--- src/rtl/prot_pkg.sv ---
package prot_pkg;
  typedef enum logic [1:0] {
    LVL_NORM = 2'b00,
    LVL_ONE  = 2'b01,
    LVL_TWO  = 2'b10,
    LVL_TWOB = 2'b11
  } lvl_e;
  localparam int FRAC_BITS = 4;
endpackage

--- src/rtl/gated_sum.sv ---
module gated_sum #(
  parameter int IW = 12,
  parameter int OW = 18,
  parameter int NT = 4,
  parameter logic [NT-1:0]   SRC  = '0,
  parameter logic [NT-1:0]   NEG  = '0,
  parameter logic [3*NT-1:0] SHF  = '0,
  parameter logic [NT-1:0]   MSK1 = '1,
  parameter logic [NT-1:0]   MSK2 = '1
) (
  input  prot_pkg::lvl_e        lvl,
  input  logic signed [IW-1:0]  op0,
  input  logic signed [IW-1:0]  op1,
  output logic signed [OW-1:0]  sum
);
  import prot_pkg::*;
  logic [NT-1:0] en;

  always_comb begin
    case (lvl)
      LVL_NORM: en = '1;
      LVL_ONE:  en = MSK1;
      default:  en = MSK2;
    endcase
  end

  always_comb begin
    sum = '0;
    for (int i = 0; i < NT; i++) begin
      logic signed [IW-1:0] sel;
      logic signed [IW-1:0] gated;
      logic signed [OW-1:0] term;
      sel   = SRC[i] ? op1 : op0;
      gated = sel & {IW{en[i]}};
      term  = {{(OW-IW){gated[IW-1]}}, gated};
      term  = (term <<< FRAC_BITS) >>> SHF[i*3 +: 3];
      sum   = NEG[i] ? (sum - term) : (sum + term);
    end
  end
endmodule

--- src/rtl/fixed_rotator.sv ---
module fixed_rotator #(
  parameter int DW = 12,
  parameter int RW = 18,
  parameter int PT = 4,
  parameter logic [PT-1:0]   P_SRC = '0,
  parameter logic [PT-1:0]   P_NEG = '0,
  parameter logic [3*PT-1:0] P_SHF = '0,
  parameter logic [PT-1:0]   P_M1  = '1,
  parameter logic [PT-1:0]   P_M2  = '1,
  parameter int QT = 4,
  parameter logic [QT-1:0]   Q_SRC = '0,
  parameter logic [QT-1:0]   Q_NEG = '0,
  parameter logic [3*QT-1:0] Q_SHF = '0,
  parameter logic [QT-1:0]   Q_M1  = '1,
  parameter logic [QT-1:0]   Q_M2  = '1
) (
  input  prot_pkg::lvl_e        lvl,
  input  logic signed [DW-1:0]  vx,
  input  logic signed [DW-1:0]  vy,
  output logic signed [RW-1:0]  rp,
  output logic signed [RW-1:0]  rq
);
  gated_sum #(.IW(DW), .OW(RW), .NT(PT), .SRC(P_SRC), .NEG(P_NEG),
              .SHF(P_SHF), .MSK1(P_M1), .MSK2(P_M2))
    p_sum_i (.lvl(lvl), .op0(vx), .op1(vy), .sum(rp));

  gated_sum #(.IW(DW), .OW(RW), .NT(QT), .SRC(Q_SRC), .NEG(Q_NEG),
              .SHF(Q_SHF), .MSK1(Q_M1), .MSK2(Q_M2))
    q_sum_i (.lvl(lvl), .op0(vx), .op1(vy), .sum(rq));
endmodule

--- src/rtl/prio_rotator_pair.sv ---
module prio_rotator_pair #(
  parameter int DW = 12,
  localparam int RW = DW + 6,
  localparam int OW = RW + 5
) (
  input  logic                 clk,
  input  logic                 rst_n,
  input  logic                 in_valid,
  input  logic [1:0]           mode,
  input  logic signed [DW-1:0] a_x,
  input  logic signed [DW-1:0] a_y,
  input  logic signed [DW-1:0] b_x,
  input  logic signed [DW-1:0] b_y,
  output logic                 out_valid,
  output logic signed [OW-1:0] a_p,
  output logic signed [OW-1:0] a_q,
  output logic signed [OW-1:0] b_p,
  output logic signed [OW-1:0] b_q
);
  import prot_pkg::*;

  lvl_e in_lvl;
  assign in_lvl = lvl_e'(mode);

  logic signed [RW-1:0] ra_p, ra_q, rb_p, rb_q;
  logic signed [RW-1:0] s1_ap, s1_aq, s1_bp, s1_bq;
  lvl_e                 s1_lvl;
  logic                 s1_valid, s1_valid_nx, out_valid_nx;
  logic signed [OW-1:0] sa_p, sa_q, sb_p, sb_q;

  // 3pi/16 counter-clockwise: primary x - x/16 - y/2 - y/8
  fixed_rotator #(.DW(DW), .RW(RW),
    .PT(4), .P_SRC(4'b1100), .P_NEG(4'b1110),
    .P_SHF({3'd3, 3'd1, 3'd4, 3'd0}), .P_M1(4'b0101), .P_M2(4'b0101),
    .QT(4), .Q_SRC(4'b1100), .Q_NEG(4'b1000),
    .Q_SHF({3'd4, 3'd0, 3'd3, 3'd1}), .Q_M1(4'b0101), .Q_M2(4'b0101))
    rot_a_i (.lvl(in_lvl), .vx(a_x), .vy(a_y), .rp(ra_p), .rq(ra_q));

  // pi/16 clockwise: primary x + x/2 + y/4
  fixed_rotator #(.DW(DW), .RW(RW),
    .PT(3), .P_SRC(3'b100), .P_NEG(3'b000),
    .P_SHF({3'd2, 3'd1, 3'd0}), .P_M1(3'b111), .P_M2(3'b011),
    .QT(3), .Q_SRC(3'b110), .Q_NEG(3'b001),
    .Q_SHF({3'd1, 3'd0, 3'd2}), .Q_M1(3'b110), .Q_M2(3'b110))
    rot_b_i (.lvl(in_lvl), .vx(b_x), .vy(b_y), .rp(rb_p), .rq(rb_q));

  // scale stage, gated by the level carried with the data
  gated_sum #(.IW(RW), .OW(OW), .NT(2), .SRC(2'b00), .NEG(2'b10),
              .SHF({3'd4, 3'd1}), .MSK1(2'b01), .MSK2(2'b01))
    sc_ap_i (.lvl(s1_lvl), .op0(s1_ap), .op1(s1_ap), .sum(sa_p));
  gated_sum #(.IW(RW), .OW(OW), .NT(2), .SRC(2'b00), .NEG(2'b10),
              .SHF({3'd4, 3'd1}), .MSK1(2'b01), .MSK2(2'b01))
    sc_aq_i (.lvl(s1_lvl), .op0(s1_aq), .op1(s1_aq), .sum(sa_q));
  gated_sum #(.IW(RW), .OW(OW), .NT(2), .SRC(2'b00), .NEG(2'b00),
              .SHF({3'd4, 3'd2}), .MSK1(2'b01), .MSK2(2'b01))
    sc_bp_i (.lvl(s1_lvl), .op0(s1_bp), .op1(s1_bp), .sum(sb_p));
  gated_sum #(.IW(RW), .OW(OW), .NT(2), .SRC(2'b00), .NEG(2'b00),
              .SHF({3'd4, 3'd2}), .MSK1(2'b01), .MSK2(2'b01))
    sc_bq_i (.lvl(s1_lvl), .op0(s1_bq), .op1(s1_bq), .sum(sb_q));

  always_comb begin
    s1_valid_nx  = in_valid;
    out_valid_nx = s1_valid;
  end

  always_ff @(posedge clk or negedge rst_n) begin
    if (!rst_n) begin
      s1_valid  <= 1'b0;
      out_valid <= 1'b0;
    end else begin
      s1_valid  <= s1_valid_nx;
      out_valid <= out_valid_nx;
    end
  end

  always_ff @(posedge clk) begin
    if (in_valid) begin
      s1_ap  <= ra_p;
      s1_aq  <= ra_q;
      s1_bp  <= rb_p;
      s1_bq  <= rb_q;
      s1_lvl <= in_lvl;
    end
    if (s1_valid) begin
      a_p <= sa_p;
      a_q <= sa_q;
      b_p <= sb_p;
      b_q <= sb_q;
    end
  end
endmodule

--- config.mk ---
export PLATFORM = sky130hd
export DESIGN_NAME = prio_rotator_pair
export DESIGN_NICKNAME = d
export VERILOG_FILES = /design/src/rtl/prot_pkg.sv /design/src/rtl/gated_sum.sv /design/src/rtl/fixed_rotator.sv /design/src/rtl/prio_rotator_pair.sv
export SDC_FILE = /design/constraint.sdc
export NUM_CORES = 1
export LEC_CHECK = 0
export ABC_AREA = 1
export BUFFER_PORTS_ARGS = -buffer_cell sky130_fd_sc_hd__buf_2
export CAP_MARGIN = 20
export CORE_ASPECT_RATIO = 0.8
export CORE_MARGIN = 4
export CORE_UTILIZATION = 55
export CTS_CLUSTER_SIZE = 25
export DETAILED_ROUTE_END_ITERATION = 16
export PLACE_DENSITY = 0.77
export REMOVE_ABC_BUFFERS = 1
export SLEW_MARGIN = 30
export SYNTH_ARGS = -nofsm -noshare
export SYNTH_HDL_FRONTEND = slang
export SYNTH_HIERARCHICAL = 1
export SYNTH_SLANG_ARGS = --single-unit
export TNS_END_PERCENT = 1
--- constraint.sdc ---
create_clock -name clk -period 2.6 [get_ports clk]
set_input_delay 0.52 -clock clk [delete_from_list [all_inputs] [get_ports clk]]
set_output_delay 0.52 -clock clk [all_outputs]
set_load 0.01 [all_outputs]
## Yosys cells after proc, flatten, opt, wreduce, memory -nomap -nowiden

Cells that the tools add are included.

- Bits in registers: 168
- Latch bits: 0
- Bits in writable memories: 0
- ROM bits: 0
- Input bits: 53
- Output and inout port bits: 93
- Word-level logic and storage cells: 52
- Memories: 0

- $add $sub $neg: 15
- Multipliers: 0
- Divide/modulo/power cells: 0
- $lt $le $gt $ge: 0
- Equality and inequality tests: 1
- Shift operators: 0
- Muxes and demuxes: 4
- Bitwise gates (word level): 18
- Reductions and logical operators: 3

Operators with widths:

| cell | count |
|---|---|
| bitwise AND 18 bit | 8 |
| bitwise AND 12 bit | 8 |
| subtractor 21 x 18 -> 22 bit | 2 |
| adder 20 x 18 -> 21 bit | 2 |
| bitwise AND 12 bit (second input constant) | 2 |
| adder 17 x 14 -> 18 bit | 1 |
| adder 17 x 15 -> 18 bit | 1 |
| subtractor 17 x 12 -> 18 bit | 1 |
| subtractor 17 x 15 -> 18 bit | 1 |
| subtractor 18 x 13 -> 18 bit | 1 |
| adder 15 x 16 -> 17 bit | 1 |
| adder 16 x 15 -> 17 bit | 1 |
| adder 16 x 16 -> 17 bit | 1 |
| subtractor 16 x 12 -> 17 bit | 1 |
| adder 15 x 13 -> 16 bit | 1 |
| subtractor 1 x 14 -> 15 bit (first input constant) | 1 |
| logical NOT 2 bit | 2 |
| two-way mux 4 bit | 1 |
| two-way mux 3 bit | 1 |
| == test 2 x 1 -> 1 bit (second input constant) | 1 |
| two-way mux 2 bit | 1 |
| OR reduction 2 bit | 1 |
| two-way mux 1 bit | 1 |

## Longest topological paths before layout

- Depth after elaboration: 6
- Mapped depth: 18
- Depth with buffers taken out: 17

## By module

The synthesis kept the hierarchy.

Modules (own cells, without submodules):

| module | instances | cells an instance | area each (µm²) | sequential area each (µm²) |
|---|---|---|---|---|
| prio_rotator_pair | 1 | 168 | 5034.8 | 5034.8 |
| gated_sum (rot_a_i.p_sum_i) | 1 | 308 | 1839.3 | 0.0 |
| gated_sum (rot_a_i.q_sum_i) | 1 | 289 | 1815.5 | 0.0 |
| gated_sum (sc_ap_i) | 1 | 297 | 1446.4 | 0.0 |
| gated_sum (sc_aq_i) | 1 | 297 | 1442.6 | 0.0 |
| gated_sum (rot_b_i.q_sum_i) | 1 | 213 | 1247.4 | 0.0 |
| gated_sum (sc_bq_i) | 1 | 238 | 1199.9 | 0.0 |
| gated_sum (sc_bp_i) | 1 | 238 | 1196.1 | 0.0 |
| gated_sum (rot_b_i.p_sum_i) | 1 | 183 | 1147.4 | 0.0 |

## Least setup slack after synthesis

OpenSTA, ideal clock, no wires.

- Path kind: input to register
- From: input mode[1]
- To: register s1_aq[17] (data pin)
- Setup time: 252 ps
- Arrival time: 3167 ps
- Required time: 2348 ps
- Slack: -819 ps
- Stages on the path: 17
- Path through: nor2_2 inv_1 nor2_1 inv_1 fa_1 inv_1 fa_1 inv_1 ha_1 nand2_2 inv_2 nand2_1 nand2_1 a21oi_1 nand2_1 nand2_1 nand2_1

- Longest elaborated chain between the ends: 6
- Elaborated cells on any way between the ends: 7
- Those cells by class: 3 x add/sub; 1 x mux; 2 x bitwise; 1 x reduce/logical

Ends and longest elaborated chain:

| element | line | source |
|---|---|---|
| start: declaration | prio_rotator_pair.sv:9 | `input logic [1:0] mode,` |
| logical NOT 2 bit (*) | gated_sum.sv:20 | `case (lvl)` |
| two-way mux 4 bit (*) | gated_sum.sv:20 |  |
| bitwise AND 12 bit | gated_sum.sv:34 | `gated = sel & {IW{en[i]}};` |
| adder 15 x 13 -> 16 bit | gated_sum.sv:37 | `sum = NEG[i] ? (sum - term) : (sum + term);` |
| adder 16 x 16 -> 17 bit | gated_sum.sv:37 |  |
| subtractor 17 x 12 -> 18 bit (*) | gated_sum.sv:37 |  |
| via ra_q[17] | prio_rotator_pair.sv:25 | `logic signed [RW-1:0] ra_p, ra_q, rb_p, rb_q;` |
| end signal: assignment | prio_rotator_pair.sv:79 | `s1_aq <= ra_q;` |
| end: declaration | prio_rotator_pair.sv:26 | `logic signed [RW-1:0] s1_ap, s1_aq, s1_bp, s1_bq;` |

Mark *: on every way through the listed nets, which the timed path passes. The rest lies on a longest branch.
A chain may end at the register's enable or synchronous reset.

## Final worst setup path

- From: input mode[1]
- To: register s1_aq[15] (data pin)

The elaborated chain is that of the path after synthesis.

==> flow_metrics.env <==
export IMPL_status="finished with violations"
export IMPL_violations="setup timing"
export IMPL_p_total_mw=16.7
export IMPL_postLayoutCoreUtil=0.693
export IMPL_arrival_ns=3.15
export IMPL_fin_nets=2810
export IMPL_yosys_warnings=6
export IMPL_grt_overflow_total=0
export IMPL_place_hpwl_um=34500
export IMPL_die_w_um=201
export IMPL_power_switching_mw=7.31
export IMPL_grt_pass1_wl_um=69900
export IMPL_finalHoldViolCount=0
export IMPL_reg2reg_to="a_p[21]$_DFFE_PP_"
export IMPL_antenna_cells=0
export IMPL_relSlewSlack=0.598
export IMPL_yosys_area_top_type_share=0.305
export IMPL_cp_top_family="adder cells"
export IMPL_root_buffer="clkbuf_16"
export IMPL_syn_inst=2231
export IMPL_ys_ff_latch=168
export IMPL_wl_um=44100
export IMPL_wl_per_cell_um=15.0
export IMPL_multi_input_area_mm2=0.0103
export IMPL_reg2reg_depth=11
export IMPL_yosysSeqAreaShare=0.308
export IMPL_clockBufferDepth=2
export IMPL_ir_drop_mv=0.535
export IMPL_path_class="in2reg"
export IMPL_grt_pass1_vias=14400
export IMPL_final_common_cell="nand2_1"
export IMPL_viasPerCell=5.09
export IMPL_p_int_mw=9.36
export IMPL_track_usage=0.263
export IMPL_cts_tree="done"
export IMPL_finalWorstSetupSlack_ns=-0.367
export IMPL_post_synth_top_area_cell="edfxtp_1"
export IMPL_min_period_ns=2.97
export IMPL_period_share=1.14
export IMPL_timing_rr_start="s1_lvl[0]$_DFFE_PP_"
export IMPL_crit_path_cell_trace="buf_8, nor2_4, buf_6, inv_4, nor2_4, inv_4, fa_1, inv_1, fa_1, inv_2, ha_4, nand2_4, buf_6, nor3_4, nand2_2, nand3_2, nand2_2"
export IMPL_cp_slowest_cell="fa_1"
export IMPL_layout_common_cells="641 x nand2_1, 467 x inv_1, 175 x nor2_1, 166 x edfxtp_1, 150 x buf_4"
export IMPL_p_per_area_mw_per_mm2=820
export IMPL_portBuffers=145
export IMPL_max_cap_violations=0
export IMPL_chipHeight_um=162
export IMPL_antenna_found_initial=3
export IMPL_ant_nets=0
export IMPL_critPathLaunchType="primary input"
export IMPL_required_ns=2.79
export IMPL_synth_area_per_cell_um2=7.34
export IMPL_hold_path_class="in2async"
export IMPL_drtPass1Iterations=5
export IMPL_vias=14900
export IMPL_drive_gt1_frac=0.245
export IMPL_setup_violations_final=29
export IMPL_rsz0062_at_grt="true"
export IMPL_clk_latency_ns=0.44
export IMPL_tightest_slew_ns=0.603
export IMPL_ys_types=39
export IMPL_seqCellArea_mm2=0.00504
export IMPL_design_core_area_mm2=0.0294
export IMPL_numCtsBuffers=17
export IMPL_clockPowerShare=0.150
export IMPL_crit_buf_inv=7
export IMPL_io_pins=146
export IMPL_first_iter_violations=1017
export IMPL_critPathCaptureType="flop"
export IMPL_fill_cells=2418
export IMPL_cp_max_fo=4
export IMPL_synthTopCellsByArea="edfxtp_1 30%, nand2_1 16%, inv_1 11%"
export IMPL_combPwrFrac=0.574
export IMPL_grt_max_degree=42
export IMPL_clkSinkCount=168
export IMPL_crit_path_max_incr_delay_ns=0.54
export IMPL_p_sw_frac=0.439
export IMPL_clk_pin_slew_ns=0.07
export IMPL_fin_worst_skew_ns=0.0111
export IMPL_drv_slew=0
export IMPL_seqPwrFrac=0.275
export IMPL_place_congestion=0.959
export IMPL_post_route_drc_count=0
export IMPL_num_rows=56
export IMPL_syn_area_mm2=0.0164
export IMPL_ff2ff_setup_slack_ns=-0.01
export IMPL_htree_levels=4
export IMPL_fp_dieArea_mm2=0.0326
export IMPL_initial_core_util=0.558
export IMPL_power_leakage_nw=10.8
export IMPL_clock_fmax_mhz=337
export IMPL_area_delta_synth_final_pct=24.3
==> cells in the mapped netlist <==
cell type  count
buf_4         10
fa_1          76
and3_1         2
inv_1        487
clkinv_1       1
nor3_1        12
nand2_1      688
o211ai_1       2
nand3_1      112
o21ai_1        3
buf_2          1
or2_0          1
o21ai_0       12
ha_1         139
or2_1          3
edfxtp_1     166
xor2_1        49
nor2_4         5
dfrtp_1        2
o21bai_1       1
nand2_4        4
nand3b_1       3
o21a_1         5
and2_1         3
a21oi_1       85
clkbuf_1       7
nand4_1       17
nand3_2        6
inv_2         21
nor2_2        16
a21oi_2        4
o21ai_2        4
nor2_1       204
nor3_2         8
conb_1         2
xnor2_1       21
nand2_2       46
and2_2         1
a21o_1         2
==> sequential cells by signal, indices dropped and copies added, names as in the netlist <==
register and count:
s1_bq 18, a_p 23, s1_lvl 2, s1_bp 18
b_q 23, out_valid 1, s1_aq 18, a_q 23
s1_ap 18, out_valid_nx 1, b_p 23
==> worst max path at each step <==
stage	depth (start not counted)	to	from	slack (ns)
floorplan	17	s1_aq[17]$_DFFE_PP_	mode[1]	-1.03
global placement	17	s1_aq[15]$_DFFE_PP_	mode[1]	-0.96
detailed placement	17	s1_aq[15]$_DFFE_PP_	mode[1]	-0.99
CTS	15	s1_aq[15]$_DFFE_PP_	mode[0]	-0.30
global route	16	s1_ap[17]$_DFFE_PP_	mode[0]	-0.45
finish	17	s1_aq[15]$_DFFE_PP_	mode[1]	-0.37
==> layout make-up <==
type / count / share of cell area
clock inverters: 14 / 0.00695
inverters: 509 / 0.0947
multi-input cells: 1538 / 0.504
repair buffers: 308 / 0.102
flip-flops and latches: 168 / 0.248
well taps: 377 / 0.0232
clock buffers: 18 / 0.0211
==> power by group through the flow <==
| stage | clock (mW) | combinational, mW | sequential [mW] |
|---|---|---|---|
| after CTS | 2.57 | 8.87 | 4.57 |
| after global placement | 0 | 8.35 | 4.61 |
| after floorplan | 0 | 5.42 | 4.80 |
| after global routing | 2.68 | 10.7 | 4.68 |
| after detailed placement | 0 | 8.50 | 4.62 |
| final | 2.51 | 9.57 | 4.59 |
==> routing by layer <==
metal  part of all wire  up-vias  GRT usage
li1                   -     7465          -
met1               0.46     6886      0.360
met2               0.47      474      0.435
met3              0.056       81     0.0463
met4              0.022        6     0.0719
met5             0.0011        -          0
==> logic make-up after synthesis <==
logic type | after synthesis | share of synthesized area
xor+xnor | 70 | 0.0375
fa+ha+maj | 215 | 0.199
simple gates | 1131 | 0.293
buf+inv | 527 | 0.123
compound gates | 118 | 0.0394
flops | 168 | 0.308
other cells | 2 | 0.000459
==> per-stage QoR <==
stage	setup slack [ns]	hold WS, ns	std cells	cell area [µm²]	TNS, ns
2_1_floorplan	-1.03	0.224	2215	16300	-19.80
3_3_place_gp	-0.964	0.304	2884	18600	-28.77
6_report	-0.367	0.403	2932	20300	-6.74
5_1_grt	-0.452	0.392	2932	20300	-10.48
4_1_cts	-0.296	0.365	2926	19700	-5.04
3_5_place_dp	-0.986	0.307	2884	18600	-31.78
==> what timing repair did <==
item	4_1_cts	5_1_grt
hold buffers	1	0
hold endpoints to repair	2	0
resized for setup	74	153
setup endpoints to repair	37	72
cloned	1	1
buffers inserted	8	5
pin swaps	24	52
No activity file was read; power rests on OpenSTA's default activity.
